`src/rtl/pkdma_pkg.sv`:
```
package pkdma_pkg;

    typedef enum logic [1:0] {
        MODE_WORD = 2'd0,
        MODE_HALF = 2'd1,
        MODE_BYTE = 2'd2,
        MODE_BAD  = 2'd3
    } pk_mode_e;

    typedef enum logic [2:0] {
        ST_IDLE   = 3'd0,
        ST_FETCH  = 3'd1,
        ST_DRAIN  = 3'd2,
        ST_WRITE  = 3'd3,
        ST_DFETCH = 3'd4,
        ST_DDRAIN = 3'd5,
        ST_DLOAD  = 3'd6
    } pk_state_e;

    localparam int NSLOT      = 6;   // widest step and descriptor length
    localparam int SLOT_W     = 3;
    localparam int WIN_BIT    = 17;  // internal window select bit
    localparam int IRQ_OFFSET = 10;

    // source words consumed by one step of a given mode
    function automatic logic [SLOT_W-1:0] step_words(input pk_mode_e m);
        unique case (m)
            MODE_HALF: step_words = 3'd2;
            MODE_BYTE: step_words = 3'd6;
            default:   step_words = 3'd1;
        endcase
    endfunction

endpackage

```
`src/rtl/pkdma_gather.sv`:
```
module pkdma_gather #(
    parameter int DW     = 48,
    parameter int NSLOT  = 6,
    parameter int SW     = 3
) (
    input  logic                clk,
    input  logic                rst_n,
    input  logic                issue,
    input  logic [SW-1:0]       slot,
    input  logic [DW-1:0]       rdata,
    output logic [NSLOT*DW-1:0] slots_flat
);

    // read data returns one cycle after issue; capture it even under stall
    logic          vld_q;
    logic [SW-1:0] slot_q;

    always_ff @(posedge clk or negedge rst_n) begin
        if (!rst_n) begin
            vld_q  <= 1'b0;
            slot_q <= '0;
        end else begin
            vld_q  <= issue;
            slot_q <= slot;
        end
    end

    for (genvar k = 0; k < NSLOT; k++) begin : g_slot
        logic [DW-1:0] word_q;
        always_ff @(posedge clk or negedge rst_n) begin
            if (!rst_n) begin
                word_q <= '0;
            end else if (vld_q && (slot_q == SW'(k))) begin
                word_q <= rdata;
            end
        end
        assign slots_flat[k*DW +: DW] = word_q;
    end

    // a returning word always targets an existing slot
    a_r4_slot_in_range: assert property (@(posedge clk) disable iff (!rst_n)
        vld_q |-> (slot_q < SW'(NSLOT)));

endmodule

```
`src/rtl/pkdma_irq.sv`:
```
module pkdma_irq #(
    parameter int IW  = 32,
    parameter int BIT = 10
) (
    input  logic          clk,
    input  logic          rst_n,
    input  logic          raise,
    input  logic          mask,
    input  logic          clr,
    output logic [IW-1:0] latch,
    output logic          pend
);

    logic lat_q;
    logic pend_q;

    always_ff @(posedge clk or negedge rst_n) begin
        if (!rst_n) begin
            lat_q  <= 1'b0;
            pend_q <= 1'b0;
        end else if (raise) begin
            lat_q  <= 1'b1;
            pend_q <= pend_q | mask;
        end else if (clr) begin
            lat_q  <= 1'b0;
            pend_q <= 1'b0;
        end
    end

    for (genvar b = 0; b < IW; b++) begin : g_bit
        if (b == BIT) begin : g_live
            assign latch[b] = lat_q;
        end else begin : g_zero
            assign latch[b] = 1'b0;
        end
    end
    assign pend = pend_q;

    // a pending interrupt is always also latched
    a_r9_pend_has_latch: assert property (@(posedge clk) disable iff (!rst_n)
        pend |-> latch[BIT]);
    // the latch only drops through irq_clr
    a_r9_latch_sticky: assert property (@(posedge clk) disable iff (!rst_n)
        (latch[BIT] && !clr) |=> latch[BIT]);

endmodule

```
`src/rtl/pkdma_channel.sv`:
```
module pkdma_channel
    import pkdma_pkg::*;
#(
    parameter int AW = 24,
    parameter int DW = 48,
    parameter int CW = 16,
    parameter int IW = 32,
    parameter int CH = 0
) (
    input  logic          clk,
    input  logic          rst_n,
    input  logic          start,
    input  logic [1:0]    cfg_mode,
    input  logic          cfg_tx,
    input  logic [AW-1:0] cfg_int_idx,
    input  logic [AW-1:0] cfg_int_mod,
    input  logic [AW-1:0] cfg_ext_idx,
    input  logic [AW-1:0] cfg_ext_mod,
    input  logic [CW-1:0] cfg_count,
    input  logic [AW-1:0] cfg_chain,
    input  logic          stall,
    input  logic [IW-1:0] irq_mask,
    input  logic          irq_clr,
    output logic          mem_req,
    output logic          mem_we,
    output logic [AW-1:0] mem_addr,
    output logic [DW-1:0] mem_wdata,
    input  logic [DW-1:0] mem_rdata,
    output logic          busy,
    output logic          err,
    output logic [IW-1:0] irq_latch,
    output logic          irq_pend
);

    localparam int            IRQ_BIT  = CH + IRQ_OFFSET;
    localparam int            PW       = WIN_BIT + 1;
    localparam logic [AW-1:0] WIN_BASE = AW'(1) << WIN_BIT;
    localparam logic [SLOT_W-1:0] DLAST = SLOT_W'(NSLOT - 1);

    // ---------------- state and datapath registers ----------------
    pk_state_e                state_q, state_d;
    pk_mode_e                 mode_q;
    logic                     tx_q;
    logic                     chained_q;
    logic                     err_q;
    logic [AW-1:0]            src_q, dst_q, smod_q, dmod_q, dbase_q;
    logic signed [CW-1:0]     cnt_q;
    logic [PW-1:0]            chain_q;
    logic [SLOT_W-1:0]        sub_q;

    logic [NSLOT*DW-1:0]      slots_flat;
    logic [DW-1:0]            slot_w [NSLOT];
    logic [DW-1:0]            packed_w;

    for (genvar k = 0; k < NSLOT; k++) begin : g_unpack
        assign slot_w[k] = slots_flat[k*DW +: DW];
    end

    // ---------------- step arithmetic ----------------
    logic [SLOT_W-1:0]    nwords;
    logic                 last_sub;
    logic                 dlast_sub;
    logic signed [CW-1:0] cnt_next;
    logic                 step_done;
    logic                 more_desc;
    logic                 raise_irq;
    logic [AW-1:0]        src_step;
    logic                 start_ok;
    logic                 start_bad;
    logic                 start_chain;

    assign nwords    = step_words(mode_q);
    assign last_sub  = (sub_q == nwords - 3'd1);
    assign dlast_sub = (sub_q == DLAST);
    assign cnt_next  = cnt_q - CW'(nwords);
    assign step_done = (cnt_next <= 0);
    assign more_desc = (chain_q[WIN_BIT-1:0] != '0);

    assign start_ok    = start && !stall && (state_q == ST_IDLE);
    assign start_bad   = (pk_mode_e'(cfg_mode) == MODE_BAD);
    assign start_chain = (cfg_chain[WIN_BIT-1:0] != '0);

    always_comb begin
        unique case (mode_q)
            MODE_HALF: src_step = smod_q << 1;
            MODE_BYTE: src_step = (smod_q << 2) + (smod_q << 1);
            default:   src_step = smod_q;
        endcase
    end

    // map an internal index into the internal window
    function automatic logic [AW-1:0] to_window(input logic [AW-1:0] idx);
        logic [AW-1:0] low;
        low = '0;
        low[WIN_BIT-1:0] = idx[WIN_BIT-1:0];
        return low | WIN_BASE;
    endfunction

    // ---------------- packing of gathered words ----------------
    always_comb begin
        packed_w = '0;
        unique case (mode_q)
            MODE_HALF: begin
                packed_w[31:16] = slot_w[0][15:0];
                packed_w[15:0]  = slot_w[1][15:0];
            end
            MODE_BYTE: begin
                for (int k = 0; k < NSLOT; k++) begin
                    packed_w[8*k +: 8] = slot_w[k][7:0];
                end
            end
            default: packed_w[31:0] = slot_w[0][31:0];
        endcase
    end

    // ---------------- next-state logic ----------------
    always_comb begin
        state_d = state_q;
        unique case (state_q)
            ST_IDLE: begin
                if (start_ok && !start_bad) begin
                    state_d = start_chain ? ST_DFETCH : ST_FETCH;
                end
            end
            ST_FETCH:  if (!stall && last_sub)  state_d = ST_DRAIN;
            ST_DRAIN:  if (!stall)              state_d = ST_WRITE;
            ST_WRITE: begin
                if (!stall) begin
                    if (!step_done)     state_d = ST_FETCH;
                    else if (more_desc) state_d = ST_DFETCH;
                    else                state_d = ST_IDLE;
                end
            end
            ST_DFETCH: if (!stall && dlast_sub) state_d = ST_DDRAIN;
            ST_DDRAIN: if (!stall)              state_d = ST_DLOAD;
            ST_DLOAD:  if (!stall)              state_d = ST_FETCH;
            default:                            state_d = ST_IDLE;
        endcase
    end

    // ---------------- state register ----------------
    always_ff @(posedge clk or negedge rst_n) begin
        if (!rst_n) state_q <= ST_IDLE;
        else        state_q <= state_d;
    end

    // ---------------- datapath registers ----------------
    always_ff @(posedge clk or negedge rst_n) begin
        if (!rst_n) begin
            mode_q    <= MODE_WORD;
            tx_q      <= 1'b0;
            chained_q <= 1'b0;
            err_q     <= 1'b0;
            src_q     <= '0;
            dst_q     <= '0;
            smod_q    <= '0;
            dmod_q    <= '0;
            dbase_q   <= '0;
            cnt_q     <= '0;
            chain_q   <= '0;
            sub_q     <= '0;
        end else if (!stall) begin
            sub_q <= ((state_q == ST_FETCH && !last_sub) ||
                      (state_q == ST_DFETCH && !dlast_sub)) ? sub_q + 3'd1 : '0;
            unique case (state_q)
                ST_IDLE: begin
                    if (start) begin
                        err_q <= start_bad;
                        if (!start_bad) begin
                            mode_q    <= pk_mode_e'(cfg_mode);
                            tx_q      <= cfg_tx;
                            chained_q <= start_chain;
                            chain_q   <= '0;
                            cnt_q     <= cfg_count;
                            src_q     <= cfg_tx ? to_window(cfg_int_idx) : cfg_ext_idx;
                            dst_q     <= cfg_tx ? cfg_ext_idx : to_window(cfg_int_idx);
                            smod_q    <= cfg_tx ? cfg_int_mod : cfg_ext_mod;
                            dmod_q    <= cfg_tx ? cfg_ext_mod : cfg_int_mod;
                            dbase_q   <= to_window(cfg_chain);
                        end
                    end
                end
                ST_WRITE: begin
                    src_q <= src_q + src_step;
                    dst_q <= dst_q + dmod_q;
                    cnt_q <= cnt_next;
                    if (step_done && more_desc) begin
                        dbase_q   <= to_window(AW'(chain_q));
                        chained_q <= 1'b1;
                    end
                end
                ST_DLOAD: begin
                    src_q   <= tx_q ? to_window(slot_w[0][AW-1:0]) : slot_w[4][AW-1:0];
                    dst_q   <= tx_q ? slot_w[4][AW-1:0] : to_window(slot_w[0][AW-1:0]);
                    smod_q  <= tx_q ? slot_w[1][AW-1:0] : slot_w[5][AW-1:0];
                    dmod_q  <= tx_q ? slot_w[5][AW-1:0] : slot_w[1][AW-1:0];
                    cnt_q   <= slot_w[2][CW-1:0];
                    chain_q <= slot_w[3][PW-1:0];
                end
                default: ;
            endcase
        end
    end

    // ---------------- outputs ----------------
    always_comb begin
        mem_req   = 1'b0;
        mem_we    = 1'b0;
        mem_addr  = '0;
        mem_wdata = '0;
        raise_irq = 1'b0;
        if (!stall) begin
            unique case (state_q)
                ST_FETCH: begin
                    mem_req  = 1'b1;
                    mem_addr = src_q + AW'(sub_q);
                end
                ST_DFETCH: begin
                    mem_req  = 1'b1;
                    mem_addr = dbase_q - AW'(sub_q);
                end
                ST_WRITE: begin
                    mem_req   = 1'b1;
                    mem_we    = 1'b1;
                    mem_addr  = dst_q;
                    mem_wdata = packed_w;
                    raise_irq = step_done && (!chained_q || chain_q[WIN_BIT]);
                end
                default: ;
            endcase
        end
    end

    assign busy = (state_q != ST_IDLE);
    assign err  = err_q;

    // ---------------- sub-blocks ----------------
    pkdma_gather #(.DW(DW), .NSLOT(NSLOT), .SW(SLOT_W)) u_gather (
        .clk        (clk),
        .rst_n      (rst_n),
        .issue      (mem_req && !mem_we),
        .slot       (sub_q),
        .rdata      (mem_rdata),
        .slots_flat (slots_flat)
    );

    pkdma_irq #(.IW(IW), .BIT(IRQ_BIT)) u_irq (
        .clk   (clk),
        .rst_n (rst_n),
        .raise (raise_irq),
        .mask  (irq_mask[IRQ_BIT]),
        .clr   (irq_clr),
        .latch (irq_latch),
        .pend  (irq_pend)
    );

    logic unused_bits;
    assign unused_bits = ^{slots_flat, cfg_chain, cfg_int_idx, irq_mask};

    // ---------------- assertions ----------------
    // a stalled cycle changes no channel state
    a_r8_stall_freezes: assert property (@(posedge clk) disable iff (!rst_n)
        stall |=> ($stable(state_q) && $stable(cnt_q) && $stable(src_q) && $stable(dst_q)));
    // busy only drops on the edge of a final write
    a_r5_busy_falls_after_write: assert property (@(posedge clk) disable iff (!rst_n)
        $fell(busy) |-> $past(mem_we));
    // a write is always preceded by the drain of its reads
    a_r5_write_after_drain: assert property (@(posedge clk) disable iff (!rst_n)
        mem_we |-> ($past(state_q) == ST_DRAIN || $past(state_q) == ST_WRITE));
    // an error leaves the channel idle
    a_r12_err_idle: assert property (@(posedge clk) disable iff (!rst_n)
        err |-> !busy);
    // descriptor words are read at descending addresses
    a_r10_desc_descends: assert property (@(posedge clk) disable iff (!rst_n)
        (state_q == ST_DFETCH && mem_req && $past(state_q) == ST_DFETCH && $past(mem_req))
            |-> (mem_addr == $past(mem_addr) - AW'(1)));

endmodule

```
`config.mk`:
```
export PLATFORM = sky130hd
export DESIGN_NAME = pkdma_channel
export DESIGN_NICKNAME = d
export VERILOG_FILES = /design/src/rtl/pkdma_pkg.sv /design/src/rtl/pkdma_gather.sv /design/src/rtl/pkdma_irq.sv /design/src/rtl/pkdma_channel.sv
export SDC_FILE = /design/constraint.sdc
export NUM_CORES = 1
export LEC_CHECK = 0
export CAP_MARGIN = 15
export CORE_MARGIN = 5
export CORE_UTILIZATION = 50
export CTS_BUF_LIST = sky130_fd_sc_hd__clkbuf_4 sky130_fd_sc_hd__clkbuf_8 sky130_fd_sc_hd__clkbuf_16
export CTS_CLUSTER_SIZE = 8
export DETAILED_ROUTE_END_ITERATION = 7
export DONT_BUFFER_PORTS = 1
export GPL_TIMING_DRIVEN = 1
export PLACE_DENSITY = 0.65
export SETUP_SLACK_MARGIN = 0.02
export SLEW_MARGIN = 20
export SYNTH_ARGS = -nofsm -noshare
export SYNTH_HDL_FRONTEND = slang
export SYNTH_SLANG_ARGS = --single-unit
```
`constraint.sdc`:
```
create_clock -name clk -period 5.3 [get_ports clk]
set_input_delay 1.325 -clock clk [delete_from_list [all_inputs] [get_ports clk]]
set_output_delay 1.325 -clock clk [all_outputs]
set_load 0.03 [all_outputs]
```
==> metrics, run 1 <==
crit path max-delay cell type=sky130_fd_sc_hd__or4_1; max-cap violations=0; compound-gate portion of the synthesized area=0.199; slew at the pin closest to its max-slew limit=1160 ps; Site Rows=74; Avg WL per Cell=26.1 um; Setup TNS Final=0 ps; worst clock skew=18.1 ps; xor/xnor share of the synthesized area=0.0412; number of H-tree levels=2; type of the worst setup path=flip-flop to output pin; first-pass GRT wire length=107000 um; list of most frequent post-synthesis cells=sky130_fd_sc_hd__dfrtp_1, sky130_fd_sc_hd__nand2_1, sky130_fd_sc_hd__mux2_2; Post-DP HPWL=54500 um; DRC violation count after routing=0; post-route worst setup slack=335 ps; count of distinct cell types in the synthesized netlist=75; fraction of the yosys area taken by sequential cells=0.368; Post-Synthesis Cells=2230; Final Hold Viols=0; chip width=213 um; fraction of final layout cells sized beyond drive strength 1=0.167; sequential power share=0.309; number of antenna violations at the first check in global routing=4; EDFF count, synth=0; sink count of the clock tree=303; flops & latches, synth=303; maximum fanout count along the critical path=6; Mapped Area=20600 sq um; switching share of power=0.464; final slew viol count=0; CP startpoint=sub_q[1]; Post-Synth Adder-Cell Area=0.0556; dpl cell area=21400 sq um; Final Util=0.552; count of synthesis-stage warnings from yosys=0; Vias=17.9k; status=completed; count of routing violations after the opening detailed-route iteration=1651; Total Routing Usage GR=0.311; arrival time at the worst endpoint=3640 ps; number of placed instances with taps included=2720; Critical Path Sink Type=output pin; Main synth FF type=sky130_fd_sc_hd__dfrtp_1; core region area=40800 sq um; post-synthesis cell type with the largest combined area=sky130_fd_sc_hd__dfrtp_1; total clock buffers created by CTS=43; clock latency of the later-clocked register in the worst-skew pair=550 ps; internal reg-to-reg setup slack=550 ps; non-filler instance count after layout=2771; Detailed Route WL=72300 um; leakage=10.2 nW; die footprint=45400 sq um; crit-path max cell delay=560 ps; count of pins on the block boundary=333; clock slew at the register clock pins of the worst setup and hold paths=50 ps; clock tree from TritonCTS=done; class of the worst hold path=primary input to async pin; Power Internal=8.70 mW; part of the total power dissipated in combinational logic=0.540; required time of the critical path=3970 ps; area share of the leading cell type in the synthesized netlist=0.368; post-route cell area=22500 sq um; startpoint of the lowest-slack register-to-register path=smod_q[1]; power density over the cells=721 nW/um^2; number of antenna-violating nets in the routed design=0; share of the cycle needed by the critical path after routing=0.937; cells on worst reg2reg path=21; share of flip-flops with an asynchronous set or reset=1.00; routed length on met3=6530 um; Peak Freq=201 MHz; series of cell instances along the critical path=inv_1 > ha_1 > nor2b_1 > o21ai_1 > nor3b_2 > nand2_1 > or4_1 > nor4_2 > xor2_1 > a222oi_1 > nor2_1 > buf_4; vias in the first global route=17.0k; port buffer count=0; highest ir drop seen on vdd=0.323 mV; length of routed wiring on met1=30800 um; grt total ovfl=0; endpoint of the most critical setup path=mem_addr[17]; clock network fraction of design power=0.151; routability cong.=0.945; synth top area cells=sky130_fd_sc_hd__dfrtp_1, sky130_fd_sc_hd__mux2_2, sky130_fd_sc_hd__mux2i_1; multiplexer share of the synthesized area=0.169; slew margin rel.=0.226; synthesis-to-layout area growth=9.39%; Critical Path Start Type=flip-flop; syn_area_per_cell=9.24 sq um; net load switching power=7.54 mW; total length of routed met2 wires=31900 um; post-CTS repair timing setup buffer count=0; dominant combinational cell family by area after synthesis=compound AO/OA/AOI/OAI gates; fin crit period=4970 ps; Synth Area in Simple Gates=0.121; vertical die dimension=213 um; end of the worst register-to-register path=src_q[23]; power after layout=16.2 mW; post-layout net count=2545; Vias per Instance=6.47; buffer levels on the longest clock path=3; Top Metal Used=met4; pin count of the biggest net entering global routing=304; dominant cell by count in the synthesized netlist=sky130_fd_sc_hd__dfrtp_1; clock tree root buffer cell=sky130_fd_sc_hd__clkbuf_16; hold slack final=469 ps; Finish-stage setup viols=0; setup slack at placement=619 ps; Starting Density=0.504; setup repair after global routing missed its margin=false; drt pass-1 iters=6
[cell families after synthesis]
kind of cell    Yosys count
simple gates            560
compound gates          642
buf+inv                 216
fa+ha+maj                88
mux                     323
flops                   303
xor+xnor                 97
other cells               1
[power groups by stage]
stage                     sequential (mW)  combinational, mW  clock (mW)
after floorplan                      4.13               6.93           0
after global placement               4.91               8.39           0
after detailed placement             4.96               8.56           0
after CTS                            4.93               8.63        2.48
after global routing                 5.09               9.61        2.58
final                                5.01               8.78        2.46
[state kept, by name, indices dropped and copies added (netlist names), 3 cells and up]
signal / cells
u_gather.slot_q: 3
cnt_q: 16
state_q: 3
dbase_q: 18
src_q: 24
u_gather.g_slot.word_q: 138
smod_q: 24
chain_q: 18
dmod_q: 24
dst_q: 24
sub_q: 3
[layout make-up]
type,count,area (sq um)
Antenna cell,3,7.51
Clock buffer,46,1120
Clock inverter,2,25.0
Fill cell,3685,18300
Inverter,49,184
Multi-Input combinational cell,1741,12200
Sequential cell,303,7590
Tap cell,532,666
Timing Repair Buffer,95,713
[worst min path at each step]
stage / cells after the start / startpoint / slack, ps / endpoint
2_1_floorplan: 2 / dbase_q[0] / 450 / dbase_q[0]
3_3_place_gp: 1 / u_gather.g_slot[3].word_q[13] / 470 / chain_q[13]
3_5_place_dp: 2 / dbase_q[0] / 480 / dbase_q[0]
4_1_cts: 0 / rst_n / 460 / u_gather.g_slot[2].word_q[9]
5_1_grt: 0 / rst_n / 460 / u_gather.g_slot[2].word_q[9]
6_report: 0 / rst_n / 470 / cnt_q[9]
[worst max-delay path, delay by kind of cell, from the launching register on]
kind	cells	cell delay, ps
simple gates	6	1390
flops	1	450
buf+inv	2	350
xor+xnor	1	120
compound gates	2	500
fa+ha+maj	1	280
[cells in the final DEF, fill, tap and decap left out, types with 24 or more instances in the layout]
master,count
sky130_fd_sc_hd__dfrtp_1,302
sky130_fd_sc_hd__nand2_1,249
sky130_fd_sc_hd__mux2_2,191
sky130_fd_sc_hd__nor2_1,142
sky130_fd_sc_hd__o21ai_1,133
sky130_fd_sc_hd__mux2i_1,132
sky130_fd_sc_hd__o21ai_0,116
sky130_fd_sc_hd__a21oi_1,108
sky130_fd_sc_hd__buf_4,95
sky130_fd_sc_hd__ha_1,81
sky130_fd_sc_hd__xnor2_1,56
sky130_fd_sc_hd__inv_1,46
sky130_fd_sc_hd__clkbuf_16,44
sky130_fd_sc_hd__xor2_1,41
sky130_fd_sc_hd__o22ai_1,34
sky130_fd_sc_hd__nand3_1,31
sky130_fd_sc_hd__conb_1,31
sky130_fd_sc_hd__a21o_1,30
sky130_fd_sc_hd__a22oi_1,30
sky130_fd_sc_hd__a221oi_1,27
sky130_fd_sc_hd__a221o_1,25
sky130_fd_sc_hd__and3_1,24
[routing by layer]
metal | vias to the layer above | global-route usage
met5 | - | 0
met4 | 0 | 0.121
met3 | 136 | 0.0573
met2 | 825 | 0.468
met1 | 8859 | 0.446
li1 | 8111 | -
[repair_timing]
| item | CTS | global route |
|---|---|---|
| resized for setup | 0 | 2 |
| hold buffers | 0 | 0 |
| endpoints found under the setup margin | 0 | 2 |
(Power assumes the default switching activity.)
==> run 2, diff against run 1 <==
==> constraint.sdc (replaced) <==
create_clock -name clk -period 5.3 [get_ports clk]
set_input_delay 0.265 -clock clk [delete_from_list [all_inputs] [get_ports clk]]
set_output_delay 0.265 -clock clk [all_outputs]
set_load 0.03 [all_outputs]
==> run 2 against run 1 <==
Against the previous run:
- the run now ends with hold timing left
- first-iteration DRC count increased by 5.3%
- hold slack got worse by 1100 ps
- critical path depth increased by 9
- largest power group unchanged
- clock-buffer cell count unchanged
- sequential power decreased by 0.8%
- flip-flop and latch count unchanged
- combinational power increased by 1%
- setup slack improved by 190 ps
- fmax increased by 4.0%
- die area unchanged
- cell count increased by 1.1%
- global-route usage increased by 0.97 points
==> metrics, run 2 (synthesis results as in run 1) <==
Site Rows=74 (unchanged); count of instances resized after the clock tree is built=0 (unchanged); die footprint=45400 sq um (unchanged); vertical die dimension=213 um (unchanged); series of cell instances along the critical path=ha_1 > inv_1 > fa_1 > nor2b_1 > o21a_1 > o21ai_1 > a211oi_1 > nor4b_2 > a211oi_1 > o31a_1 > o21a_1 > o31ai_1 > ha_1 > nand2_1 > nor2_1 > a221oi_1 > o31a_1 > o21ai_1 > xor2_1 > a21o_1 > a22o_1 (was inv_1 > ha_1 > nor2b_1 > o21ai_1 > nor3b_2 > nand2_1 > or4_1 > nor4_2 > xor2_1 > a222oi_1 > nor2_1 > buf_4); crit path max-delay cell type=sky130_fd_sc_hd__nor4b_2 (was sky130_fd_sc_hd__or4_1); number of placed instances with taps included=2674 (was 2720); max FFs per register=138 (unchanged); dpl cell area=21000 sq um (was 21400 sq um); Avg WL per Cell=26.5 um (was 26.1 um); Vias per Instance=6.45 (was 6.47); setup repair after global routing missed its margin=false (unchanged); Final Util=0.562 (was 0.552); Final Hold Viols=303 (was 0); highest ir drop seen on vdd=0.337 mV (was 0.323 mV); buffer levels on the longest clock path=3 (unchanged); DRC violation count after routing=0 (unchanged); sink count of the clock tree=303 (unchanged); grt total ovfl=0 (unchanged); fin crit period=4770 ps (was 4970 ps); register cell area after layout=7590 sq um (unchanged); clock slew at the register clock pins of the worst setup and hold paths=60 ps (was 50 ps); Critical Path Sink Type=flip-flop (was output pin); post-route cell area=23000 sq um (was 22500 sq um); arrival time at the worst endpoint=5220 ps (was 3640 ps); required time of the critical path=5750 ps (was 3970 ps); Starting Density=0.504 (unchanged); commonest non-fill, non-tap cell in the layout=sky130_fd_sc_hd__dfrtp_1 (unchanged); non-filler instance count after layout=2802 (was 2771); worst clock skew=24.3 ps (was 18.1 ps); Power Internal=8.71 mW (was 8.70 mW); Critical Path Start Type=flip-flop (unchanged); Detailed Route WL=74400 um (was 72300 um); multi-input gate area in the final layout=12200 sq um (about the same); status=finished with violations (was completed); first-pass GRT wire length=110000 um (was 107000 um); sequential power share=0.304 (was 0.309); Vias=18.1k (was 17.9k); synthesis-to-layout area growth=11.5% (was 9.39%); slew margin rel.=0.245 (was 0.226); type of the worst setup path=flip-flop to flip-flop (was flip-flop to output pin); clock network fraction of design power=0.152 (was 0.151); Post-DP HPWL=54700 um (was 54500 um); hold slack final=-617 ps (was 469 ps); fraction of final layout cells sized beyond drive strength 1=0.142 (was 0.167); Critical path buffers and inverters=1 (was 2); port buffer count=0 (unchanged); crit-path max cell delay=450 ps (was 560 ps); drt pass-1 iters=6 (unchanged); pin count of the biggest net entering global routing=304 (unchanged); routability cong.=0.939 (was 0.945); maximum fanout count along the critical path=6 (unchanged); slew at the pin closest to its max-slew limit=1130 ps (was 1160 ps); final slew viol count=0 (unchanged); clock tree from TritonCTS=done (unchanged); post-CTS repair timing setup buffer count=0 (unchanged); leakage=10.2 nW (about the same); max-cap violations=0 (unchanged); commonest cells after routing, fill and taps aside=sky130_fd_sc_hd__dfrtp_1, sky130_fd_sc_hd__nand2_1, sky130_fd_sc_hd__mux2_2 (unchanged); net load switching power=7.66 mW (was 7.54 mW); class of the worst hold path=primary input to async pin (unchanged); number of antenna violations at the first check in global routing=8 (was 4); post-layout net count=2576 (was 2545); internal reg-to-reg setup slack=530 ps (was 550 ps); total clock buffers created by CTS=43 (unchanged); Finish-stage setup viols=0 (unchanged); crit-path leading delay family=compound AO/OA/AOI/OAI gates (was simple AND/OR/NAND/NOR gates); core region area=40800 sq um (unchanged); power density over the cells=713 nW/um^2 (was 721 nW/um^2); share of the cycle needed by the critical path after routing=0.901 (was 0.937); switching share of power=0.468 (was 0.464); Total Routing Usage GR=0.320 (was 0.311); number of buffers inserted by hold repair at cts=77 (was 0); FILL cells=3586 (was 3685); register bank with the most flops=u_gather.g_slot.word_q (unchanged); number of antenna-violating nets in the routed design=0 (unchanged); count of pins on the block boundary=333 (unchanged); number of H-tree levels=2 (unchanged); Peak Freq=209 MHz (was 201 MHz); chip width=213 um (unchanged); vias in the first global route=17.3k (was 17.0k); clock latency of the later-clocked register in the worst-skew pair=580 ps (was 550 ps); count of routing violations after the opening detailed-route iteration=1739 (was 1651); failing checks=hold timing; clock tree root buffer cell=sky130_fd_sc_hd__clkbuf_16 (unchanged); part of the total power dissipated in combinational logic=0.545 (was 0.540); Setup TNS Final=0 ps (unchanged)
-- run 2: power by group through the flow --
| stage | combinational [mW] | sequential, mW | clock, mW |
|---|---|---|---|
| 3_3_place_gp | 8.43 | 4.87 | 0 |
| 2_1_floorplan | 6.93 | 4.13 | 0 |
| 5_1_grt | 9.75 | 5.06 | 2.61 |
| 4_1_cts | 8.74 | 4.90 | 2.51 |
| 3_5_place_dp | 8.59 | 4.93 | 0 |
| 6_report | 8.91 | 4.97 | 2.48 |
-- run 2: final timing paths --
check / from / end / depth (start not counted)
worst max-delay path: smod_q[1] / src_q[23] / 21
worst min-delay path: rst_n / cnt_q[12] / 0
worst max register to register: smod_q[1] / src_q[23] / 21
worst min register to register: dbase_q[0] / dbase_q[0] / 2
max in group asynchronous: rst_n / tx_q / 0
min in group clk: cfg_ext_idx[19] / dst_q[19] / 2
-- run 2: per-stage QoR --
step	hold WS (ps)	power (mW)	setup slack [ps]
after global routing	-627	17.4	266
final	-617	16.4	525
after detailed placement	-24.7	13.5	640
after floorplan	-30.6	11.1	1200
after global placement	-24.1	13.3	701
after CTS	-632	16.1	604
-- run 2: area by class of cell --
cell class | instances | area share
clock buffer | 46 | 0.0486
antenna | 3 | 0.000327
timing repair buffer | 126 | 0.0501
inverter | 49 | 0.00801
tap | 532 | 0.0290
sequential | 303 | 0.330
multi-input combinational | 1741 | 0.532
clock inverter | 2 | 0.00109
-- run 2: metal layers --
metal	track usage	wire length, um	share of wire
met1	0.459	32100	0.43
met2	0.486	32800	0.44
met5	0	43	0.00058
met3	0.0579	6440	0.087
met4	0.122	2970	0.040
